### src/rtl/bhp_pkg.sv
package bhp_pkg;
    typedef enum logic [1:0] {OUT_IDLE, OUT_FULL, OUT_TAKEN} out_state_t;
    typedef enum logic {IN_EMPTY, IN_FULL} in_state_t;

    localparam int STAT_OBF    = 7;
    localparam int STAT_IEN_O  = 6;
    localparam int STAT_IBF    = 5;
    localparam int STAT_IEN_I  = 4;
    localparam int STAT_INTR   = 3;

    localparam int BITIDX_IEN_O = 6;
    localparam int BITIDX_IEN_I = 4;
    localparam int BITIDX_W     = 3;
endpackage

### src/rtl/bhp_out_fsm.sv
module bhp_out_fsm
    import bhp_pkg::*;
#(
    parameter int W = 8
) (
    input  logic         clk,
    input  logic         rst_n,
    input  logic         load,
    input  logic [W-1:0] wdata,
    input  logic         ack_n,
    output logic [W-1:0] out_latch,
    output logic         obf_n,
    output logic         taken
);
    out_state_t state, state_nx;
    logic ack_q;
    logic ack_fall;

    assign ack_fall = ack_q && !ack_n;

    always_ff @(posedge clk or negedge rst_n) begin
        if (!rst_n) begin
            state <= OUT_IDLE;
            ack_q <= 1'b1;
        end else begin
            state <= state_nx;
            ack_q <= ack_n;
        end
    end

    always_ff @(posedge clk or negedge rst_n) begin
        if (!rst_n) out_latch <= '0;
        else if (load) out_latch <= wdata;
    end

    always_comb begin
        state_nx = state;
        unique case (state)
            OUT_IDLE:  if (load) state_nx = OUT_FULL;
            OUT_FULL:  if (!load && ack_fall) state_nx = OUT_TAKEN;
            OUT_TAKEN: if (load) state_nx = OUT_FULL;
            default:   state_nx = OUT_IDLE;
        endcase
    end

    always_comb begin
        obf_n = 1'b1;
        taken = 1'b0;
        unique case (state)
            OUT_IDLE:  ;
            OUT_FULL:  obf_n = 1'b0;
            OUT_TAKEN: taken = 1'b1;
            default:   ;
        endcase
    end

    AST_WRITE_FILLS: assert property (@(posedge clk) disable iff (!rst_n)
        load |=> !obf_n);
    AST_ACK_EMPTIES: assert property (@(posedge clk) disable iff (!rst_n)
        (ack_q && !ack_n && !obf_n && !load) |=> obf_n);
    AST_WRITE_BEATS_ACK: assert property (@(posedge clk) disable iff (!rst_n)
        (load && ack_q && !ack_n) |=> (!obf_n && out_latch == $past(wdata)));
endmodule

### src/rtl/bhp_in_fsm.sv
module bhp_in_fsm
    import bhp_pkg::*;
#(
    parameter int W = 8
) (
    input  logic         clk,
    input  logic         rst_n,
    input  logic         stb_n,
    input  logic [W-1:0] pad_in,
    input  logic         take,
    output logic [W-1:0] in_latch,
    output logic         ibf
);
    in_state_t state, state_nx;
    logic stb_q;
    logic stb_fall;
    logic capture;

    assign stb_fall = stb_q && !stb_n;
    assign capture  = (state == IN_EMPTY) && stb_fall;

    always_ff @(posedge clk or negedge rst_n) begin
        if (!rst_n) begin
            state <= IN_EMPTY;
            stb_q <= 1'b1;
        end else begin
            state <= state_nx;
            stb_q <= stb_n;
        end
    end

    always_ff @(posedge clk or negedge rst_n) begin
        if (!rst_n) in_latch <= '0;
        else if (capture) in_latch <= pad_in;
    end

    always_comb begin
        state_nx = state;
        unique case (state)
            IN_EMPTY: if (stb_fall) state_nx = IN_FULL;
            IN_FULL:  if (take) state_nx = IN_EMPTY;
            default:  state_nx = IN_EMPTY;
        endcase
    end

    always_comb begin
        unique case (state)
            IN_FULL: ibf = 1'b1;
            default: ibf = 1'b0;
        endcase
    end

    AST_STROBE_FILLS: assert property (@(posedge clk) disable iff (!rst_n)
        (stb_q && !stb_n && !ibf) |=> (ibf && in_latch == $past(pad_in)));
    AST_FULL_HOLDS: assert property (@(posedge clk) disable iff (!rst_n)
        (ibf && !take) |=> $stable(in_latch));
    AST_READ_EMPTIES: assert property (@(posedge clk) disable iff (!rst_n)
        (ibf && take) |=> !ibf);
endmodule

### src/rtl/bhp_ctrl.sv
module bhp_ctrl
    import bhp_pkg::*;
#(
    parameter int W = 8
) (
    input  logic                clk,
    input  logic                rst_n,
    input  logic                bit_wr,
    input  logic [BITIDX_W:0]   bit_cmd,
    input  logic                host_sel,
    input  logic [W-1:0]        in_latch,
    input  logic                obf_n,
    input  logic                ibf,
    input  logic                taken,
    input  logic                ack_n,
    output logic [W-1:0]        rdata,
    output logic                intr
);
    logic ien_o, ien_i;
    logic [BITIDX_W-1:0] idx;
    logic [W-1:0] status;

    assign idx = bit_cmd[BITIDX_W:1];

    always_ff @(posedge clk or negedge rst_n) begin
        if (!rst_n) begin
            ien_o <= 1'b0;
            ien_i <= 1'b0;
        end else if (bit_wr) begin
            if (idx == BITIDX_W'(BITIDX_IEN_O)) ien_o <= bit_cmd[0];
            if (idx == BITIDX_W'(BITIDX_IEN_I)) ien_i <= bit_cmd[0];
        end
    end

    always_comb begin
        intr = (ibf && ien_i) || (taken && ack_n && ien_o);
    end

    always_comb begin
        status             = '0;
        status[STAT_OBF]   = obf_n;
        status[STAT_IEN_O] = ien_o;
        status[STAT_IBF]   = ibf;
        status[STAT_IEN_I] = ien_i;
        status[STAT_INTR]  = intr;
        rdata = host_sel ? status : in_latch;
    end

    AST_IN_IRQ: assert property (@(posedge clk) disable iff (!rst_n)
        (ibf && ien_i) |-> intr);
    AST_NO_IRQ_WHILE_FULL: assert property (@(posedge clk) disable iff (!rst_n)
        (!obf_n && !(ibf && ien_i)) |-> !intr);
    AST_ENABLE_SET: assert property (@(posedge clk) disable iff (!rst_n)
        (bit_wr && idx == BITIDX_W'(BITIDX_IEN_I)) |=> (ien_i == $past(bit_cmd[0])));
endmodule

### src/rtl/bidir_hs_port.sv
module bidir_hs_port
    import bhp_pkg::*;
#(
    parameter int W = 8
) (
    input  logic         clk,
    input  logic         rst_n,
    input  logic         host_sel,
    input  logic         host_wr,
    input  logic         host_rd,
    input  logic [W-1:0] host_wdata,
    output logic [W-1:0] host_rdata,
    input  logic [W-1:0] pad_in,
    output logic [W-1:0] pad_out,
    output logic         pad_oe,
    input  logic         ack_n,
    input  logic         stb_n,
    output logic         obf_n,
    output logic         ibf,
    output logic         intr
);
    logic data_wr, bit_wr, data_rd, taken;
    logic [W-1:0] out_latch, in_latch;

    assign data_wr = host_wr && !host_sel;
    assign bit_wr  = host_wr && host_sel && !host_wdata[W-1];
    assign data_rd = host_rd && !host_sel;

    bhp_out_fsm #(.W(W)) u_out (
        .clk(clk), .rst_n(rst_n), .load(data_wr), .wdata(host_wdata),
        .ack_n(ack_n), .out_latch(out_latch), .obf_n(obf_n), .taken(taken)
    );

    bhp_in_fsm #(.W(W)) u_in (
        .clk(clk), .rst_n(rst_n), .stb_n(stb_n), .pad_in(pad_in),
        .take(data_rd), .in_latch(in_latch), .ibf(ibf)
    );

    bhp_ctrl #(.W(W)) u_ctrl (
        .clk(clk), .rst_n(rst_n), .bit_wr(bit_wr),
        .bit_cmd(host_wdata[BITIDX_W:0]), .host_sel(host_sel),
        .in_latch(in_latch), .obf_n(obf_n), .ibf(ibf), .taken(taken),
        .ack_n(ack_n), .rdata(host_rdata), .intr(intr)
    );

    assign pad_oe  = !ack_n;
    assign pad_out = out_latch;

    AST_RESET_IDLE: assert property (@(posedge clk)
        !rst_n |-> (obf_n && !ibf && !intr));
    AST_DRIVE_ON_ACK: assert property (@(posedge clk) disable iff (!rst_n)
        (ack_n && $past(data_wr)) |-> (!pad_oe && pad_out == $past(host_wdata)));
endmodule

### config.mk
export PLATFORM = sky130hd
export DESIGN_NAME = bidir_hs_port
export DESIGN_NICKNAME = d
export VERILOG_FILES = /design/src/rtl/bhp_pkg.sv /design/src/rtl/bhp_out_fsm.sv /design/src/rtl/bhp_in_fsm.sv /design/src/rtl/bhp_ctrl.sv /design/src/rtl/bidir_hs_port.sv
export SDC_FILE = /design/constraint.sdc
export NUM_CORES = 1
export LEC_CHECK = 0
export BUFFER_PORTS_ARGS = -buffer_cell sky130_fd_sc_hd__buf_2
export CORE_MARGIN = 2
export CORE_UTILIZATION = 40
export DETAILED_ROUTE_END_ITERATION = 16
export PLACE_DENSITY = 0.75
export SLEW_MARGIN = 20
export SYNTH_ARGS = -nofsm -noshare
export SYNTH_HDL_FRONTEND = slang
export SYNTH_SLANG_ARGS = --single-unit
### constraint.sdc
create_clock -name clk -period 3.7 [get_ports clk]
set_input_delay 0.74 -clock clk [delete_from_list [all_inputs] [get_ports clk]]
set_output_delay 0.74 -clock clk [all_outputs]
set_load 0.1 [all_outputs]
==> results of run 1 <==
-- synthesized netlist by cell type (2+ instances only) --
library cell,number,area share (%)
nand2_1,24,9.1
dfrtp_1,21,53
mux2_2,14,16
nor2b_1,6,3.8
a21oi_1,3,1.5
nand2b_1,3,1.9
buf_2,2,1.0
dfstp_2,2,5.3
inv_1,2,0.76
nor2_1,2,0.76
-- power breakdown --
group	internal, mW	total, mW	switching (mW)
Combinational	0.0835	0.409	0.325
Clock	0.0420	0.114	0.0721
Sequential	0.299	0.326	0.0263
-- area by class of cell --
| cell class | count | area [sq um] | area share (%) |
|---|---|---|---|
| well taps | 30 | 37.5 | 3.00 |
| multi-input cells | 59 | 392 | 31.3 |
| clock buffers | 4 | 26.3 | 2.10 |
| repair buffers | 42 | 210 | 16.8 |
| flip-flops and latches | 23 | 578 | 46.2 |
| inverters | 2 | 7.51 | 0.600 |
-- routing by layer --
| metal | vias to the layer above | global-route usage [%] | routed length, microns |
|---|---|---|---|
| li1 | 374 | - | - |
| met1 | 360 | 18.0 | 778 |
| met2 | 23 | 24.0 | 959 |
| met3 | 4 | 2.50 | 95 |
| met4 | 0 | 8.97 | 38 |
| met5 | - | 0 | 0 |
-- registers in the layout, summed over array words and instances, names as in the netlist --
name and count:
u_in.in_latch 8, u_out.out_latch 8, u_out.state 2, u_ctrl.ien_i 1, u_ctrl.ien_o 1, u_in.state 1, u_in.stb_q 1, u_out.ack_q 1
-- critical path, stage by stage (launching register included) --
cell and delay [ns]:
dfrtp_1 0.40, nor2b_1 0.15, a32o_1 0.27, mux2_2 0.26, buf_2 0.29
-- per-stage QoR --
stage               utilization, %  hold slack (ns)  setup slack, ns
floorplan                        -            0.433            0.379
global placement              50.8            0.446             1.30
detailed placement            50.8            0.450             1.29
CTS                           51.9            0.387             1.27
global route                  51.9            0.411             1.21
finish                        51.9            0.380             1.29
-- final timing paths --
check                               start                 end  slack, ns  cells after the start
max reg2reg                    u_in.stb_q    u_in.in_latch[0]       2.26                      2
min                                 rst_n  u_out.out_latch[7]       0.38                      1
min in group clk           u_out.state[1]      u_out.state[0]       0.46                      1
max in group asynchronous           rst_n          u_in.stb_q       2.97                      1
min reg2reg                u_out.state[1]      u_out.state[0]       0.46                      1
max                        u_out.state[1]       host_rdata[3]       1.29                      4
-- logic make-up (layout without fill, tap and decap cells) --
group	Yosys count	in the layout	synth area share [%]
AO/OA/AOI/OAI	6	6	4.04
buffers and inverters	5	48	2.15
flip-flops	23	23	58.3
multiplexers	14	14	15.9
AND/OR/NAND/NOR	39	39	19.6
==> results.txt, run 1 <==
The cts-stage hold buffer count came out at 0. The register clock-pin slew on the reported worst setup and hold paths came out at 0.12 ns. Dividing the final minimum period by the clock period gives 65.2%. From bottom edge to top edge, the die measures roughly 54 microns. The instance area at placement came out at 1220 sq um. In the synthesized netlist the dominant register cell turns out to be dfrtp_1.

The floorplan step defined a die boundary enclosing 2890 sq um. The standard-cell row count is 18. The path class of the tightest hold or removal check is input port to asynchronous set/reset pin.

The quantity of I/O buffers inserted on ports is 42. The detailed router placed 761 vias in this run. After synthesis, the netlist uses 18 different library cells. The layout net count is 154. Max-cap violations in this run came to 0. The worst-path maximum fanout is 3. The core region is 2410 sq um. In this run the tightest slew margin relative to its limit is 57.6%. The final cell count without fillers came out at 160.

For this configuration, the core starts out at a cell density of 41.1%. The die width came out at 53.8 microns. The post-synthesis async set-or-reset flop share is between 90% and 100%.

The count of filler cells inserted in the layout came out at 210. The half-perimeter wire length after placement came out at 1.46 mm. Clock tree synthesis selected as its root buffer the cell clkbuf_4. Summing internal, switching and leakage power gives 848 uW. The cell area after technology mapping is 991 sq um. Synthesis produced 87 cells. STA classifies the critical path endpoint as a primary output. The Yosys warning count came out at 0. The vias per cell is 4.76.

The required time at the worst-slack endpoint is between 2 and 3 ns. The mean instance size in the synthesized netlist is about 11 sq um. The number of antenna violations at the first check in global routing came out at 0. The total wirelength of the detailed-routed design is 1.87 mm.

The count of flip-flops with a built-in enable after synthesis is 0. The run finished with clean final reports. The static leakage power came out at 0.649 nW. The final max-slew violation count came out at 0. Dividing the detail-routed wire length by the instance count gives between 10 and 15 microns.

The most frequent standard cell in the layout excluding fill and tap cells is buf_2. Clock tree synthesis inserted a total of 3 buffers. The number of DRC violations after detailed-routing iteration 0 came out at 14. Synthesis produced a netlist with a net count of 110. The critical path class is flop to primary output. The number of global-route vias before repair came out at 736. The post-synthesis sequential area ratio is roughly three fifths. The total power divided by cell area is 678 nW/um^2. The global-route total usage across every layer came out at 14.7%. Summed over all layers, the global routing overflow is 0.

The final number of setup-violating endpoints came out at 0. In the final timing run, aggregate negative setup slack is 0 ns. At the end of routability-driven placement, the weighted congestion stood at approximately 0.74. The transition time at the pin with the least slew margin is 0.634 ns. The post-route netlist has 48.5% of its cells at a drive strength greater than 1.

The post-layout instance area came out at 1250 sq um. The number of setup buffers added after CTS came out at 0. The I/O pin total is 43.

The antenna cell count is 0. In the layout the commonest cells are 42 x buf_2, 24 x nand2_1, 21 x dfrtp_1. The area added between synthesis and finish came out at 26.3%. Counting tap cells, the placed design contains a total of 156 instances. The minimum clock period came out at ~2.4 ns. The top achievable clock speed came out at a little over 400 MHz. The number of sinks handled by clock tree synthesis came out at 23. The count of TritonRoute iterations in the first routing pass came out at 4.

The clock latency on the worst-skew pair is 0.30 ns. The wire length of the first global-routing pass came out at 3.02 mm. The clock skew is 0.00329 ns.

The maximum level of the CTS H-tree came out at 1. The remaining number of nets flagged by the antenna check after routing is 0. STA classifies the critical path startpoint as a flop. TritonCTS built the clock tree. The worst-case IR drop observed on VDD is 0.362 mV. Setup repair after global routing left no endpoint under its margin. Entering global routing, the biggest net connects 24 pins. The arrival time reported for the critical path endpoint came out at 1.67 ns.

The maximum number of buffers from clock root to sink is 2. The final hold violation count is 0. The post-CTS resize count is 0. The total of flip-flops plus latches after synthesis is 23. The total DRC errors in the routed layout came out at 0.
No activity file was read; power rests on OpenSTA's default activity.
==> run 2: changes to the inputs <==
ABC_AREA = 1   (was not set)
PLACE_DENSITY = 0.76   (was 0.75)
clock period = 2 ns   (was 3.7 ns; I/O delays follow)
==> results.txt, run 2 <==
Result of the run: complete, no violations (unchanged). Commonest cells after routing, fill and taps aside: 44 x nand2_1, 39 x buf_2, 20 x dfrtp_1 (was 42 x buf_2, 24 x nand2_1, 21 x dfrtp_1). The most frequent standard cell in the layout excluding fill and tap cells is nand2_1 (was buf_2). The kind of path behind the tightest hold check is input port to asynchronous set/reset pin (unchanged). The starting density of the core is 42.1% (was 41.1%). The arrival time reported for the critical path endpoint is 1.43 ns (was 1.67 ns).

The antenna cell count came to 0 (unchanged). The sort of element at the end of the critical path is a primary output (unchanged). The post-synthesis sequential area ratio is 49.8% (was 58.3%). The total wirelength of the detailed-routed design came to 2.23 mm (was 1.87 mm).

The total chip power came to 1.78 mW (was 848 uW). The internal portion of total power came to 841 uW (was 425 uW). The final max-slew violation count came to 0 (unchanged).

The total of flip-flops plus latches after synthesis is 23 (unchanged). The worst path uses about nine tenths of the clock period. The total power divided by cell area came out at 1220 nW/um^2 (was 678 nW/um^2). The biggest area consumer among synthesized cells is dfrtp_1 (unchanged).

The critical path class is flop to primary output (unchanged). The die width is 57.9 microns (was 53.8 microns). The maximum level of the CTS H-tree is 1 (unchanged).

The number of antenna violations at the first check in global routing came out at 0 (unchanged). The number of global-route vias before repair came out at 925 (was 736). The final hold violation count is 0 (unchanged). The clock latency on the worst-skew pair came out at 0.31 ns (was 0.30 ns). The post-synth net total came to 154 (was 110).

The count of distinct cell types in the synthesized netlist came out at 21 (was 18). The layout net count is 196 (was 154). The standard cell core area came to 2760 sq um (was 2410 sq um). The mean instance size in the synthesized netlist is 8.85 sq um (was 11.4 sq um).

The fraction of post-synthesis cell area in the top cell type by area came out at 45.3% (was 53.0%). The number of DRC violations after detailed-routing iteration 0 is 9 (was 14). The worst slew margin relative to its limit is 66.4% (was 57.6%).

The number of sinks handled by clock tree synthesis came out at 23 (unchanged). The half-perimeter wire length after placement is 1.74 mm (was 1.46 mm). List of most frequent post-synthesis cells: 46 x nand2_1, 21 x dfrtp_1, 18 x inv_1 (was 24 x nand2_1, 21 x dfrtp_1, 14 x mux2_2). The worst-path maximum fanout is 3 (unchanged). The setup slack on the worst flop-to-flop path is 0.88 ns (was 2.26 ns). The count of mapped cells out of synthesis is 131 (was 87). Top Registers: u_in.in_latch (8), u_out.out_latch (8), u_out.state (2) (unchanged). The remaining number of nets flagged by the antenna check after routing came out at 0 (unchanged). The I/O pin total came out at 43 (unchanged).

The top achievable clock speed came out at 546 MHz. The area added between synthesis and finish came out at 25.6% (was 26.3%). The most used flip-flop cell after synthesis is dfrtp_1 (unchanged). The clock group share of total power came out at 12.0% (was 13.4%).

The per-cell routed wire length is 11.0 microns (was 11.7 microns). The maximum number of buffers from clock root to sink was 2 (unchanged). The wire length of the first global-routing pass is 3.79 mm (was 3.02 mm).

The kind of start point of the critical path was a flop (unchanged). The height of the die is 57.9 microns (was 53.8 microns). Top cells by area, synth: dfrtp_1 45%, nand2_1 15%, o21ai_2 8.3% (was dfrtp_1 53%, mux2_2 16%, nand2_1 9.1%). The count of flip-flops with a built-in enable after synthesis came out at 0 (unchanged). The worst hold slack is 0.0379 ns (was 0.380 ns).

The post-CTS resize count came to 0 (unchanged). The cell area after technology mapping came out at 1160 sq um (was 991 sq um). The count of TritonRoute iterations in the first routing pass is 4 (unchanged).

The most common cell in the netlist is nand2_1 (unchanged). Unrepaired setup endpoints after global routing: false (unchanged). The minimum clock period came out at about 1.8 ns. The pin count of the biggest net entering global routing was 24 (unchanged). The portion of total power attributed to sequential cells is 35.0% (was 38.4%).

The standard-cell row count was 19 (was 18). The Yosys warning count is 0 (unchanged). The final standard cell utilization of the core came to 52.8% (was 51.9%). The worst-case setup slack after placement is 0.336 ns (was 1.29 ns). The count of max-cap constraint violations came to 0 (unchanged). The share of final-layout standard cells stronger than drive strength 1 is 43.0% (was 48.5%).

The register clock-pin slew on the reported worst setup and hold paths came out at 0.12 ns (about the same). The transition time at the pin with the least slew margin came out at 0.505 ns (was 0.634 ns). The final number of setup-violating endpoints came to 0 (unchanged). The global placement routability congestion came out at 0.700 (was 0.739). The vias per cell came out at 4.54 (was 4.76). The CTS tree is built (unchanged). The proportion of power drawn by combinational gates came out at 53.0% (was 48.2%).

The area enclosed by the die boundary came out at 3350 sq um (was 2890 sq um). The total CTS buffers is 3 (unchanged). The number of setup buffers added after CTS came to 0 (unchanged). The via count came out at 922 (was 761).

The cell at the root of the clock tree was clkbuf_4 (unchanged). The global-route total usage across every layer is 14.4% (was 14.7%). The total congestion overflow after global routing was 0 (unchanged). The clock skew is 0.000391 ns (was 0.00329 ns). The post-synthesis async set-or-reset flop share came out at 100% (unchanged).

The quantity of I/O buffers inserted on ports is 42 (unchanged). The static leakage power came out at 0.822 nW (was 0.649 nW). The reported net switching power is 935 uW (was 424 uW). The total DRC errors in the routed layout came out at 0 (unchanged). The maximum resistive drop on vdd is 0.622 mV (was 0.362 mV).

The minimum setup slack in the final design came out at 0.169 ns (was 1.29 ns). The required time at the worst-slack endpoint came out at 1.60 ns (was 2.96 ns). The total negative slack for setup checks came to 0 ns (unchanged).

The cts-stage hold buffer count came out at 0 (unchanged). The fraction of power spent switching nets was 52.7% (was 49.9%).
[run 2: cell families after synthesis]
logic type             Yosys count  share of synthesized area [%]
DFF                             23                           49.8
buffers and inverters           25                           12.0
AOI/OAI and AO/OA               14                           9.60
and+or+nand+nor                 69                           28.6
[run 2: layer usage]
| metal | up-vias | part of all wire [%] | track usage (%) |
|---|---|---|---|
| met2 | 16 | 52 | 25.8 |
| met4 | 0 | 1.3 | 4.98 |
| met1 | 424 | 42 | 17.2 |
| li1 | 478 | - | - |
| met5 | - | 0 | 0 |
| met3 | 4 | 4.5 | 2.68 |
[run 2: metrics by stage]
| stage | cells | area [sq um] |
|---|---|---|
| 6_report | 203 | 1460 |
| 5_1_grt | 203 | 1460 |
| 4_1_cts | 203 | 1460 |
| 3_5_place_dp | 199 | 1430 |
| 3_3_place_gp | 199 | 1430 |
| 2_1_floorplan | 131 | 1190 |
[run 2: cell type report]
class / count / area [sq um]
fillers: 258 / 1300
clock inverters: 1 / 5.00
flip-flops and latches: 23 / 579
multi-input cells: 83 / 473
clock buffers: 3 / 22.5
repair buffers: 42 / 255
well taps: 31 / 38.8
inverters: 20 / 82.6
[run 2: final timing paths]
| kind | start | to | cells after the start |
|---|---|---|---|
| setup reg to reg | u_in.state | u_in.in_latch[5] | 4 |
| hold reg to reg | u_out.out_latch[5] | u_out.out_latch[5] | 2 |
| setup / recovery | u_out.state[1] | intr | 5 |
| min in group clk | stb_n | u_in.stb_q | 1 |
| max in group asynchronous | rst_n | u_in.state | 1 |
| hold / removal | rst_n | u_in.in_latch[0] | 1 |
[run 2: power by group through the flow]
stage | Clock [mW] | Sequential (mW) | Combinational [mW]
3_3_place_gp | 0 | 0.627 | 0.935
3_5_place_dp | 0 | 0.631 | 0.949
6_report | 0.213 | 0.622 | 0.940
4_1_cts | 0.222 | 0.623 | 0.950
5_1_grt | 0.243 | 0.633 | 0.988
2_1_floorplan | 0 | 0.797 | 0.606
[run 2: critical path: stages, from the launching register on]
cell and delay [ns]:
dfrtp_1 0.41, inv_1 0.06, nor2_1 0.08, nand2_1 0.09, nand2_4 0.07, buf_2 0.41
==> run 3: changes to the inputs <==
ABC_AREA = not set   (was 1)
PLACE_DENSITY = 0.78   (was 0.76)
==> results.txt, run 3 (same netlist as run 1, synthesis figures left out) <==
The quantity of I/O buffers inserted on ports is 42 (unchanged). The cell at the slowest stage of the critical path is dfrtp_1 (unchanged). The met3 usage came out at 1.67% (was 2.68%). The sort of element at the end of the critical path is a primary output (unchanged). The half-perimeter wire length after placement is 1.52 mm (was 1.74 mm).

The wire length of the first global-routing pass came out at 3.29 mm (was 3.79 mm). The cell at the root of the clock tree is clkbuf_4 (unchanged). The reported net switching power came out at 801 uW (was 935 uW). The final max-slew violation count is 0 (unchanged). The final cell count without fillers is 163 (was 203). The global placement routability congestion is 0.735 (was 0.700). The pin count of the biggest net entering global routing was 24 (unchanged).

The layer with the highest usage after global routing is met2 (unchanged). The share of final-layout standard cells stronger than drive strength 1 is 54.9% (was 43.0%). The transition time at the pin with the least slew margin is 0.651 ns (was 0.505 ns). The maximum number of buffers from clock root to sink is 2 (unchanged).

The number of instances in the placed design came out at 156 (was 199). The share of the clock period used by the worst path came out at 98.3% (was 91.6%). The maximum resistive drop on vdd is 0.698 mV (was 0.622 mV). The antenna cell count was 0 (unchanged).

The via count is 766 (was 922). The number of global-route vias before repair came out at 761 (was 925). The critical path class is flop to primary output (unchanged). The top achievable clock speed is 509 MHz (was 546 MHz).

The most frequent standard cell in the layout excluding fill and tap cells is buf_2 (was nand2_1). Top Registers: u_in.in_latch (8), u_out.out_latch (8), u_out.state (2) (unchanged). The total CTS buffers was 3 (unchanged). The total power divided by cell area is 1230 nW/um^2 (was 1220 nW/um^2). The met2 demand-to-capacity share in global routing is 27.0% (was 25.8%).

The number of antenna violations at the first check in global routing was 0 (unchanged). CP Cell Sequence: nor2b_4 > a32o_2 > mux2_4 > buf_12 (was inv_1 > nor2_1 > nand2_1 > nand2_4 > buf_2). The setup slack on the worst flop-to-flop path is 0.53 ns (was 0.88 ns).

The maximum level of the CTS H-tree was 1 (unchanged). The die width came to 53.8 microns (was 57.9 microns). The total DRC errors in the routed layout is 0 (unchanged).

The layout net count came to 157 (was 196). The register clock-pin slew on the reported worst setup and hold paths came out at 0.12 ns (about the same). The I/O pin total came to 43 (unchanged).

The remaining number of nets flagged by the antenna check after routing came out at 0 (unchanged). The minimum clock period came out at 1.97 ns (was 1.83 ns). The area added between synthesis and finish came out at 34.3% (was 25.6%). The fraction of power spent switching nets is 49.0% (was 52.7%).

The standard cell core area came out at 2410 sq um (was 2760 sq um). The count of TritonRoute iterations in the first routing pass came out at 3 (was 4). The count of filler cells inserted in the layout is 220 (was 258).

The met1 usage in global routing came out at 20.6% (was 17.2%). The required time at the worst-slack endpoint was 1.60 ns (about the same). Result of the run: complete, no violations (unchanged). The final number of setup-violating endpoints is 0 (unchanged). The height of the die is 53.8 microns (was 57.9 microns). The clock skew came out at 0.000377 ns (was 0.000391 ns). The worst slew margin relative to its limit came to 56.5% (was 66.4%). Unrepaired setup endpoints after global routing: true (was false). The portion of total power attributed to sequential cells came out at 37.2% (was 35.0%).

The internal portion of total power is 835 uW (was 841 uW). The final hold violation count came out at 0 (unchanged). The depth of the worst register-to-register path is 2 (was 4). The number of DRC violations after detailed-routing iteration 0 is 2 (was 9). The total chip power came to 1.64 mW (was 1.78 mW). The per-cell routed wire length came out at 12.6 microns (was 11.0 microns). The total congestion overflow after global routing is 0 (unchanged). The kind of path behind the tightest hold check is input port to asynchronous set/reset pin (unchanged). The worst flop-to-flop path endpoint is u_in.in_latch[3] (was u_in.in_latch[5]). The global-route total usage across every layer came out at 16.1% (was 14.4%). The total wirelength of the detailed-routed design is 2.06 mm (was 2.23 mm). The standard-cell row count is 18 (was 19). The clock latency on the worst-skew pair came to 0.30 ns (was 0.31 ns). The worst-path maximum fanout is 2 (was 3). The proportion of power drawn by combinational gates came to 50.2% (was 53.0%). The arrival time reported for the critical path endpoint was 1.57 ns (was 1.43 ns). The worst stage delay on the critical path is 0.41 ns (about the same). Commonest cells after routing, fill and taps aside: 39 x buf_2, 24 x nand2_1, 20 x dfrtp_1 (was 44 x nand2_1, 39 x buf_2, 20 x dfrtp_1). The area enclosed by the die boundary came out at 2890 sq um (was 3350 sq um). The vias per cell came to 4.70 (was 4.54). The kind of start point of the critical path was a flop (unchanged). The start of the worst register-to-register path is u_in.stb_q (was u_in.state). The clock group share of total power is 12.7% (was 12.0%). The number of sinks handled by clock tree synthesis is 23 (unchanged). The starting density of the core came to 41.1% (was 42.1%). The CTS tree was built (unchanged).

The count of max-cap constraint violations was 0 (unchanged). The static leakage power is 0.689 nW (was 0.822 nW).
-- run 3: cell count changes in the layout (fill, tap and decap cells not counted), sizes merged, moves of 2 or more --
cell	previous run	this run
nor2b	0	6
o21ai	14	0
nand2	50	24
mux2	0	14
nor2	8	2
nand2b	0	3
inv	20	2
clkbuf	3	5
buf	42	44
a21oi	0	3
nor3b	0	2
nand3	10	0
-- run 3: timing repair --
item	4_1_cts	5_1_grt
setup endpoints to repair	1	2
gates resized for setup	3	5
buffers inserted	1	2
hold buffers	0	0
pin swaps	0	1
-- run 3: final cells by class --
type	count	area [sq um]	area share, %
clock buffers	4	26.3	1.97
well taps	30	37.5	2.82
inverters	2	7.51	0.564
repair buffers	45	265	19.9
flip-flops and latches	23	579	43.5
multi-input cells	59	415	31.2
-- run 3: how the worst max path moves through the flow --
| stage | start | end | slack [ns] | cells after the start |
|---|---|---|---|---|
| finish | u_out.state[1] | host_rdata[3] | 0.03 | 4 |
| global route | u_out.state[1] | host_rdata[3] | -0.03 | 4 |
| CTS | u_out.state[1] | host_rdata[3] | 0.002 | 4 |
| detailed placement | u_out.state[1] | host_rdata[3] | 0.24 | 4 |
| global placement | ack_n | host_rdata[3] | 0.26 | 4 |
| floorplan | u_in.state | host_rdata[3] | -0.33 | 2 |
-- run 3: power by group through the flow --
stage	combinational [mW]	sequential, mW	clock [mW]
6_report	0.821	0.608	0.207
5_1_grt	0.854	0.622	0.234
4_1_cts	0.806	0.607	0.213
3_5_place_dp	0.788	0.617	0
3_3_place_gp	0.779	0.610	0
2_1_floorplan	0.497	0.782	0
-- run 3: worst max-delay path: cells and delay by family (launching register included) --
| kind | cells | cell delay (ns) |
|---|---|---|
| AND/OR/NAND/NOR | 1 | 0.13 |
| buffers and inverters | 1 | 0.17 |
| flip-flops | 1 | 0.41 |
| AO/OA/AOI/OAI | 1 | 0.27 |
| multiplexers | 1 | 0.28 |
-- run 3: routing by layer --
layer	part of all wire [%]	vias to the layer above
li1	-	380
met1	42	370
met2	54	14
met3	2.6	2
met4	1.3	0
met5	0	-
-- run 3: stage by stage --
step	instance area (sq um)	util (%)	hold slack [ns]	setup TNS [ns]	setup slack (ns)
2_1_floorplan	1000	-	0.104	-0.327	-0.327
3_3_place_gp	1250	52.0	0.387	0	0.263
3_5_place_dp	1250	52.0	0.399	0	0.237
4_1_cts	1300	53.8	0.0574	0	0.00210
5_1_grt	1330	55.2	0.0700	-0.0486	-0.0343
6_report	1330	55.2	0.0534	0	0.0340
